[config.mk]
export PLATFORM = sky130hd
export DESIGN_NAME = burst_addr_gen
export DESIGN_NICKNAME = d
export VERILOG_FILES = /design/src/rtl/burst_addr_pkg.sv /design/src/rtl/burst_start_arb.sv /design/src/rtl/burst_beat_ctr.sv /design/src/rtl/burst_order_map.sv /design/src/rtl/burst_addr_gen.sv
export SDC_FILE = /design/constraint.sdc
export NUM_CORES = 1
export LEC_CHECK = 0
export BUFFER_PORTS_ARGS = -buffer_cell sky130_fd_sc_hd__buf_2
export CAP_MARGIN = 20
export CORE_UTILIZATION = 39
export DETAILED_ROUTE_END_ITERATION = 10
export GPL_TIMING_DRIVEN = 0
export PLACE_DENSITY = 0.72
export REMOVE_ABC_BUFFERS = 1
export SKIP_LAST_GASP = 1
export SLEW_MARGIN = 20
export SYNTH_ARGS = -nofsm -noshare
export SYNTH_HDL_FRONTEND = slang
export SYNTH_SLANG_ARGS = --single-unit
[constraint.sdc]
create_clock -name clk -period 1.23 [get_ports clk]
set_input_delay 0.0615 -clock clk [delete_from_list [all_inputs] [get_ports clk]]
set_output_delay 0.0615 -clock clk [all_outputs]
set_load 0.02 [all_outputs]
[src/rtl/burst_addr_pkg.sv]
package burst_addr_pkg;
  typedef enum logic {ORD_ILV = 1'b0, ORD_LIN = 1'b1} order_e;
  typedef enum logic [1:0] {SRC_NONE, SRC_CTL, SRC_CPU} src_e;
endpackage

[src/rtl/burst_start_arb.sv]
module burst_start_arb
  import burst_addr_pkg::*;
(
  input  logic start_cpu,
  input  logic start_ctl,
  input  logic chip_sel,
  output src_e src,
  output logic load
);
  always_comb begin
    if (start_ctl)                  src = SRC_CTL;
    else if (start_cpu && chip_sel) src = SRC_CPU;
    else                            src = SRC_NONE;
  end
  assign load = (src != SRC_NONE);
endmodule

[src/rtl/burst_beat_ctr.sv]
module burst_beat_ctr #(
  parameter int CNT_W = 2
) (
  input  logic             clk,
  input  logic             rst,
  input  logic             load,
  input  logic             adv,
  output logic [CNT_W-1:0] beat_nxt
);
  logic [CNT_W-1:0] beat_r;

  always_comb begin
    if (load)     beat_nxt = '0;
    else if (adv) beat_nxt = beat_r + 1'b1;
    else          beat_nxt = beat_r;
  end

  always_ff @(posedge clk) begin
    if (rst) beat_r <= '0;
    else     beat_r <= beat_nxt;
  end
endmodule

[src/rtl/burst_order_map.sv]
module burst_order_map
  import burst_addr_pkg::*;
#(
  parameter int CNT_W = 2
) (
  input  logic [CNT_W-1:0] base,
  input  logic [CNT_W-1:0] beat,
  input  order_e           order,
  output logic [CNT_W-1:0] low
);
  logic [CNT_W-1:0] lin_low;
  logic [CNT_W-1:0] ilv_low;

  assign lin_low = base + beat;

  for (genvar i = 0; i < CNT_W; i++) begin : g_ilv
    assign ilv_low[i] = base[i] ^ beat[i];
  end

  assign low = (order == ORD_LIN) ? lin_low : ilv_low;
endmodule

[src/rtl/burst_addr_gen.sv]
module burst_addr_gen
  import burst_addr_pkg::*;
#(
  parameter int ADDR_W = 16,
  parameter int CNT_W  = 2
) (
  input  logic              clk,
  input  logic              rst,
  input  logic [ADDR_W-1:0] ext_addr,
  input  logic              start_cpu,
  input  logic              start_ctl,
  input  logic              chip_sel,
  input  logic              adv,
  input  logic              order_lin,
  output logic [ADDR_W-1:0] addr_q
);
  localparam int HI_W = ADDR_W - CNT_W;

  src_e             src;
  logic             load;
  logic [CNT_W-1:0] beat_nxt;
  logic [CNT_W-1:0] base_r, base_nxt;
  logic [HI_W-1:0]  hi_r, hi_nxt;
  order_e           ord_r, ord_nxt;
  logic [CNT_W-1:0] low_nxt;

  burst_start_arb u_arb (
    .start_cpu(start_cpu),
    .start_ctl(start_ctl),
    .chip_sel (chip_sel),
    .src      (src),
    .load     (load)
  );

  burst_beat_ctr #(.CNT_W(CNT_W)) u_beat (
    .clk     (clk),
    .rst     (rst),
    .load    (load),
    .adv     (adv),
    .beat_nxt(beat_nxt)
  );

  always_comb begin
    if (load) begin
      base_nxt = ext_addr[CNT_W-1:0];
      hi_nxt   = ext_addr[ADDR_W-1:CNT_W];
      ord_nxt  = order_lin ? ORD_LIN : ORD_ILV;
    end else begin
      base_nxt = base_r;
      hi_nxt   = hi_r;
      ord_nxt  = ord_r;
    end
  end

  burst_order_map #(.CNT_W(CNT_W)) u_map (
    .base (base_nxt),
    .beat (beat_nxt),
    .order(ord_nxt),
    .low  (low_nxt)
  );

  always_ff @(posedge clk) begin
    if (rst) begin
      base_r <= '0;
      hi_r   <= '0;
      ord_r  <= ORD_ILV;
      addr_q <= '0;
    end else begin
      base_r <= base_nxt;
      hi_r   <= hi_nxt;
      ord_r  <= ord_nxt;
      addr_q <= {hi_nxt, low_nxt};
    end
  end
endmodule

==> results.json, run 1 <==
{
  "outcome": "finished with violations",
  "failed_checks": "setup timing",
  "crit_chain": "xnor2_2 > nor2_1 > ha_2 > inv_1 > or3_1 > mux2i_1",
  "gp_congestion": 0.690,
  "power_density_nw_per_um2": 1140,
  "worstPathMaxFanout": 2,
  "avgSynthCellArea_um2": 8.53,
  "synth-seq-cells": 21,
  "place_inst": 151,
  "clockBufferDepth": 2,
  "p_total_w": 0.00131,
  "coreArea_um2": 1820,
  "slew-limit-headroom": 0.680,
  "hold_viol_final": 0,
  "multi_input_area_um2": 359,
  "setup_violations": 1,
  "utilization": 0.634,
  "wl_um": 1870,
  "fmax_mhz": 788,
  "drt-met1-wl_um": 781,
  "drt_first_pass_iters": 4,
  "critPathBufInv": 1,
  "post-route-drc-count": 0,
  "n_fill_cell": 159,
  "seq_area_um2": 422,
  "n_antenna_cell": 0,
  "synth-compound-area-share": 0.147,
  "htree_levels": 1,
  "top_layer": "met4",
  "wl_met2_um": 952,
  "grt_max_degree": 23,
  "cp_slowest_stage_delay_ns": 0.35,
  "skew_ns": 0.00957,
  "synth_ff_type": "dfxtp_1",
  "end_kind": "flop",
  "grt_use_total": 0.167,
  "antenna_found_initial": 0,
  "tightest_slew_ns": 0.478,
  "dp_hpwl_um": 1120,
  "area_delta_synth_final_pct": 45.4,
  "routed_via_density": 4.61,
  "cts.reportedPaths.clkPinSlew_ns": 0.11,
  "nets": 167,
  "cts_root_buffer": "clkbuf_4",
  "synth_edf_count": 0,
  "rows": 15,
  "syn_inst": 93,
  "cts_tree": "done",
  "cts_buffers": 3,
  "timing.final.crit_share": 1.03,
  "min_path_type": "in -> reg",
  "syn_area_um2": 793,
  "async_flop_share": 0,
  "power_leakage_nw": 0.549,
  "slew_viol_final": 0,
  "synth_simple_gate_area_frac": 0.199,
  "vias": 770,
  "synthMuxAreaShare": 0.0252,
  "detail_route.wl_per_cell_um": 11.2,
  "grt_pass1_vias": 613,
  "cp.arrival_ns": 1.49,
  "crit_family": "simple AND/OR/NAND/NOR gates",
  "instances_no_fill": 167,
  "final.setup.worst_slack_ns": -0.0396,
  "slowest_stage": "dfxtp_2",
  "cp_data_required_time_ns": 1.45,
  "synth-adder-area-share": 0.0158,
  "port_buffers": 38,
  "synth_xor_area_frac": 0.0521,
  "synth.distinct_cells": 19,
  "die_h_um": 47.1,
  "synth.yosys.seq_area_share": 0.530,
  "ios": 39,
  "min_period_ns": 1.27,
  "dr_wl_met3_um": 92,
  "grt.overflow.total": 0,
  "dieArea_um2": 2220,
  "grt_first_pass_wirelength_um": 2500,
  "yosys_warnings": 0,
  "ant_nets": 0,
  "cts_sinks": 21,
  "vdd_drop_max_uv": 679,
  "insertion_delay_ns": 0.29,
  "critPathKind": "reg -> reg",
  "start_util": 0.436,
  "drv_cap": 0,
  "final_layout_size_suffix_gt1_frac": 0.331,
  "cp-start-kind": "flop",
  "cts_setup_buffers": 0,
  "synth_top_family_by_area": "simple AND/OR/NAND/NOR gates",
  "die_x_um": 47.1,
  "first_iter_violations": 4,
  "grt_setup_unrepaired": "yes"
}
[where the power goes]
part	total, W	internal, W	switching (W)
Clock	0.000316	0.000121	0.000196
Combinational	0.000257	0.000117	0.000140
Sequential	0.000741	0.000723	0.0000184
Total	0.00131	0.000960	0.000355
[stage by stage]
step | setup WS, ns | instance area (um^2) | hold slack [ns] | setup TNS [ns]
after floorplan | -0.0790 | 772 | 0.131 | -0.0790
after global placement | -0.416 | 993 | 0.307 | -0.568
after detailed placement | -0.435 | 993 | 0.312 | -0.621
after CTS | -0.0706 | 1130 | 0.00383 | -0.0706
after global routing | -0.112 | 1150 | 0.00380 | -0.112
final | -0.0396 | 1150 | 0.0123 | -0.0396
[cell families (layout without fill, tap and decap cells)]
family,after synthesis,count (layout)
buf+inv,6,55
simple gates,40,40
flops,21,21
mux,2,2
compound gates,20,20
xor+xnor,3,3
fa+ha+maj,1,1
[routing by layer]
layer / vias to the layer above / GRT usage
li1: 403 / -
met3: 6 / 0.0346
met2: 29 / 0.281
met5: - / 0
met4: 0 / 0.103
met1: 332 / 0.194
[worst register-to-register path: stages (launching register included)]
cell and delay, ns:
dfxtp_2 0.35, xnor2_2 0.13, nor2_1 0.10, ha_2 0.17, inv_1 0.04, or3_1 0.29
mux2i_1 0.12
[final cells by class]
cell class | count | share of cell area
multi-input cells | 66 | 0.311
repair buffers | 50 | 0.269
well taps | 25 | 0.0271
flip-flops and latches | 21 | 0.366
clock inverters | 1 | 0.00434
inverters | 1 | 0.00325
clock buffers | 3 | 0.0195
[sequential cells by signal, summed over array words and instances (netlist names)]
register,count
ord_r,1
base_r,2
addr_q,16
u_beat.beat_r,2
[synth_stat cells, types with 2 or more instances]
cell | count | area share
clkbuf_1 | 3 | 0.014
nor3_1 | 2 | 0.013
buf_2 | 2 | 0.013
nand2_1 | 34 | 0.16
mux2i_1 | 2 | 0.025
dfxtp_1 | 21 | 0.53
a21oi_1 | 16 | 0.10
nor2_1 | 2 | 0.0095
[worst paths after layout]
kind / startpoint / cells past startpoint / end / slack, ns
worst max-delay path: u_beat.beat_r[0]$_SDFF_PP0_ / 6 / addr_q[1]$_SDFF_PP0_ / -0.04
worst min-delay path: ext_addr[9] / 3 / addr_q[9]$_SDFFE_PP0N_ / 0.01
worst max register to register: u_beat.beat_r[0]$_SDFF_PP0_ / 6 / addr_q[1]$_SDFF_PP0_ / -0.04
worst min register to register: addr_q[5]$_SDFFE_PP0N_ / 2 / addr_q[5]$_SDFFE_PP0N_ / 0.45
[layout by cell type (no fill, tap or decap)]
master / count
a21o_2: 1
a21oi_1: 16
a21oi_4: 1
buf_2: 38
clkbuf_4: 3
clkinv_2: 1
dfxtp_1: 20
dfxtp_2: 1
dlygate4sd3_1: 12
ha_2: 1
inv_1: 1
mux2i_1: 2
nand2_1: 34
nor2_1: 2
nor2b_1: 1
nor3_1: 2
o21ai_0: 1
o21bai_1: 1
or3_1: 1
xnor2_2: 1
xor2_1: 1
xor3_1: 1
[timing repair]
item | in CTS | in global routing
endpoints found under the hold margin | 10 | 2
endpoints found under the setup margin | 1 | 1
gates resized for setup | 4 | 0
pin swaps | 4 | 1
hold buffers | 10 | 2
(Power assumes the default switching activity.)
==> run 2: changes to the inputs <==
--- a/config.mk
+++ b/config.mk
@@ -5,12 +5,13 @@
 export SDC_FILE = /design/constraint.sdc
 export NUM_CORES = 1
 export LEC_CHECK = 0
+export ABC_AREA = 1
 export BUFFER_PORTS_ARGS = -buffer_cell sky130_fd_sc_hd__buf_2
 export CAP_MARGIN = 20
-export CORE_UTILIZATION = 39
+export CORE_UTILIZATION = 40
 export DETAILED_ROUTE_END_ITERATION = 10
 export GPL_TIMING_DRIVEN = 0
-export PLACE_DENSITY = 0.72
+export PLACE_DENSITY = 0.73
 export REMOVE_ABC_BUFFERS = 1
 export SKIP_LAST_GASP = 1
 export SLEW_MARGIN = 20
==> run 2 against run 1 <==
Against the previous run: the flow now finishes without violations; sequential share of layout area shrank 4.2 points; worst setup slack gained 0.058 ns; synthesized cell count grew 20%; critical path depth grew 3; die area grew 5.2%; flip-flop and latch count is the same; routed wire length grew 24%; largest cell class unchanged; highest routed layer unchanged.
==> results.json, run 2 <==
{
  "first_iter_violations": 7,
  "power_leakage_nw": 0.652,
  "min_path_type": "in -> reg",
  "drv_cap": 0,
  "syn_inst": 112,
  "cp-start-kind": "flop",
  "instances_no_fill": 196,
  "cp.arrival_ns": 1.42,
  "largest_reg_flops": 16,
  "start_util": 0.433,
  "antenna_found_initial": 0,
  "coreArea_um2": 1980,
  "ios": 39,
  "cp_data_required_time_ns": 1.44,
  "synth-compound-area-share": 0.0933,
  "area_delta_synth_final_pct": 52.6,
  "synth_ff_type": "dfxtp_1",
  "slew-limit-headroom": 0.854,
  "top_register": "addr_q",
  "layout_common_cells": "38 x buf_2, 35 x nor2_1, 20 x dfxtp_1",
  "synth.distinct_cells": 22,
  "die_x_um": 48.3,
  "synthTopCellsByCount": "37 x nor2_1, 21 x dfxtp_1, 14 x o21ai_0, 7 x inv_1, 7 x nand2_1",
  "power_density_nw_per_um2": 1100,
  "syn_area_um2": 858,
  "wl_um": 2320,
  "outcome": "finished clean",
  "grt.overflow.total": 0,
  "drt_first_pass_iters": 4,
  "cts_tree": "done",
  "cts_root_buffer": "clkbuf_4",
  "grt_first_pass_wirelength_um": 3580,
  "min_period_ns": 1.21,
  "port_buffers": 38,
  "critPathKind": "reg -> reg",
  "synth-seq-cells": 21,
  "ant_nets": 0,
  "synth_top_family_by_area": "simple AND/OR/NAND/NOR gates",
  "fmax_mhz": 825,
  "slew_viol_final": 0,
  "yosys_warnings": 0,
  "final_layout_size_suffix_gt1_frac": 0.373,
  "synth.most_common_cell": "nor2_1",
  "worstPathMaxFanout": 3,
  "cts_sinks": 21,
  "synth.yosys.seq_area_share": 0.490,
  "insertion_delay_ns": 0.31,
  "skew_ns": 0.0104,
  "detail_route.wl_per_cell_um": 11.9,
  "cts_buffers": 3,
  "synth_simple_gate_area_frac": 0.327,
  "mostFrequentLayoutCell": "buf_2",
  "dp_hpwl_um": 1340,
  "nets": 194,
  "post-route-drc-count": 0,
  "place_inst": 173,
  "holdWs_ns": 0.00833,
  "utilization": 0.661,
  "gp_congestion": 0.831,
  "hold_viol_final": 0,
  "grt_use_total": 0.196,
  "avgSynthCellArea_um2": 7.66,
  "async_flop_share": 0,
  "grt_setup_unrepaired": "yes",
  "hold-path-cell-count": 2,
  "setup_violations": 0,
  "dieArea_um2": 2330,
  "routed_via_density": 4.78,
  "synth_top_area_share": 0.490,
  "end_kind": "flop",
  "timing.final.crit_share": 0.985,
  "synthTopCellsByArea": "dfxtp_1 49%, nor2_1 16%, o21ai_0 8.2%",
  "clockBufferDepth": 2,
  "grt_max_degree": 23,
  "synthMuxAreaShare": 0,
  "die_h_um": 48.3,
  "synth-adder-area-share": 0.0146,
  "vdd_drop_max_uv": 838,
  "synth_edf_count": 0,
  "cts.reportedPaths.clkPinSlew_ns": 0.13,
  "vias": 936,
  "rows": 16,
  "n_antenna_cell": 0,
  "rr_worst_depth": 9,
  "reg_top3": "addr_q: 16 flops, base_r: 2 flops, u_beat.beat_r: 2 flops",
  "p_total_w": 0.00144,
  "synth_area_leader_cell": "dfxtp_1",
  "tightest_slew_ns": 0.219,
  "grt_pass1_vias": 861,
  "synth_xor_area_frac": 0,
  "htree_levels": 1
}
-- run 2: changes by cell type after synthesis, sizes merged, moves of 2 or more --
cell / previous run / this run
nor2: 2 / 38
nand2: 34 / 12
a21oi: 17 / 1
o21ai: 1 / 15
inv: 1 / 10
nand3: 0 / 5
clkbuf: 3 / 1
mux2i: 2 / 0
nand3b: 0 / 2
-- run 2: logic make-up after synthesis --
logic type	after synthesis
buffers and inverters	14
DFF	21
adders and majority gates	1
AOI/OAI and AO/OA	16
and+or+nand+nor	60
-- run 2: cell type report --
type,instances,area [um^2]
Clock buffer,4,26.3
Fill cell,169,672
Inverter,10,40.0
Multi-Input combinational cell,78,423
Sequential cell,21,424
Tap cell,27,33.8
Timing Repair Buffer,56,363
-- run 2: repair_timing --
action / in CTS / in global routing
pin swaps: 5 / 2
gates cloned: 0 / 1
hold buffers: 14 / 1
endpoints found under the hold margin: 14 / 1
gates resized for setup: 13 / 0
setup endpoints to repair: 1 / 1
buffers inserted: 0 / 3
-- run 2: worst paths after layout --
path / startpoint / endpoint / slack [ns]
hold reg to reg: base_r[0]$_SDFF_PP0_ / base_r[0]$_SDFF_PP0_ / 0.51
setup / recovery: u_beat.beat_r[0]$_SDFF_PP0_ / addr_q[1]$_SDFF_PP0_ / 0.02
hold / removal: rst / ord_r$_SDFF_PP0_ / 0.008
setup reg to reg: u_beat.beat_r[0]$_SDFF_PP0_ / addr_q[1]$_SDFF_PP0_ / 0.02
-- run 2: report_power, final --
part	total (W)	switching (W)	leakage, nW	internal [W]
Sequential	0.000753	0.0000227	0.175	0.000730
Combinational	0.000341	0.000196	0.461	0.000146
Clock	0.000349	0.000223	0.0150	0.000127
-- run 2: metal layers --
metal	track usage	routed length (um)
met1	0.226	992
met2	0.359	1150
met3	0.0535	140
met4	0.0441	37
met5	0	0
-- run 2: critical path, cell delays in order, from the launching register on --
cell     delay [ns]
dfxtp_4        0.38
nand2_4        0.06
inv_1          0.06
nor3_2         0.12
ha_2           0.20
inv_2          0.04
nor2_4         0.09
nand3_2        0.06
nand2_1        0.06
nor2_1         0.04
-- run 2: through the flow --
step	worst slack (ns)	setup TNS, ns	cell area (um^2)
after floorplan	-0.0546	-0.0546	831
after global placement	-0.370	-0.622	1050
after detailed placement	-0.446	-0.711	1050
after CTS	0.0270	0	1270
after global routing	-0.0430	-0.0430	1310
final	0.0180	0	1310
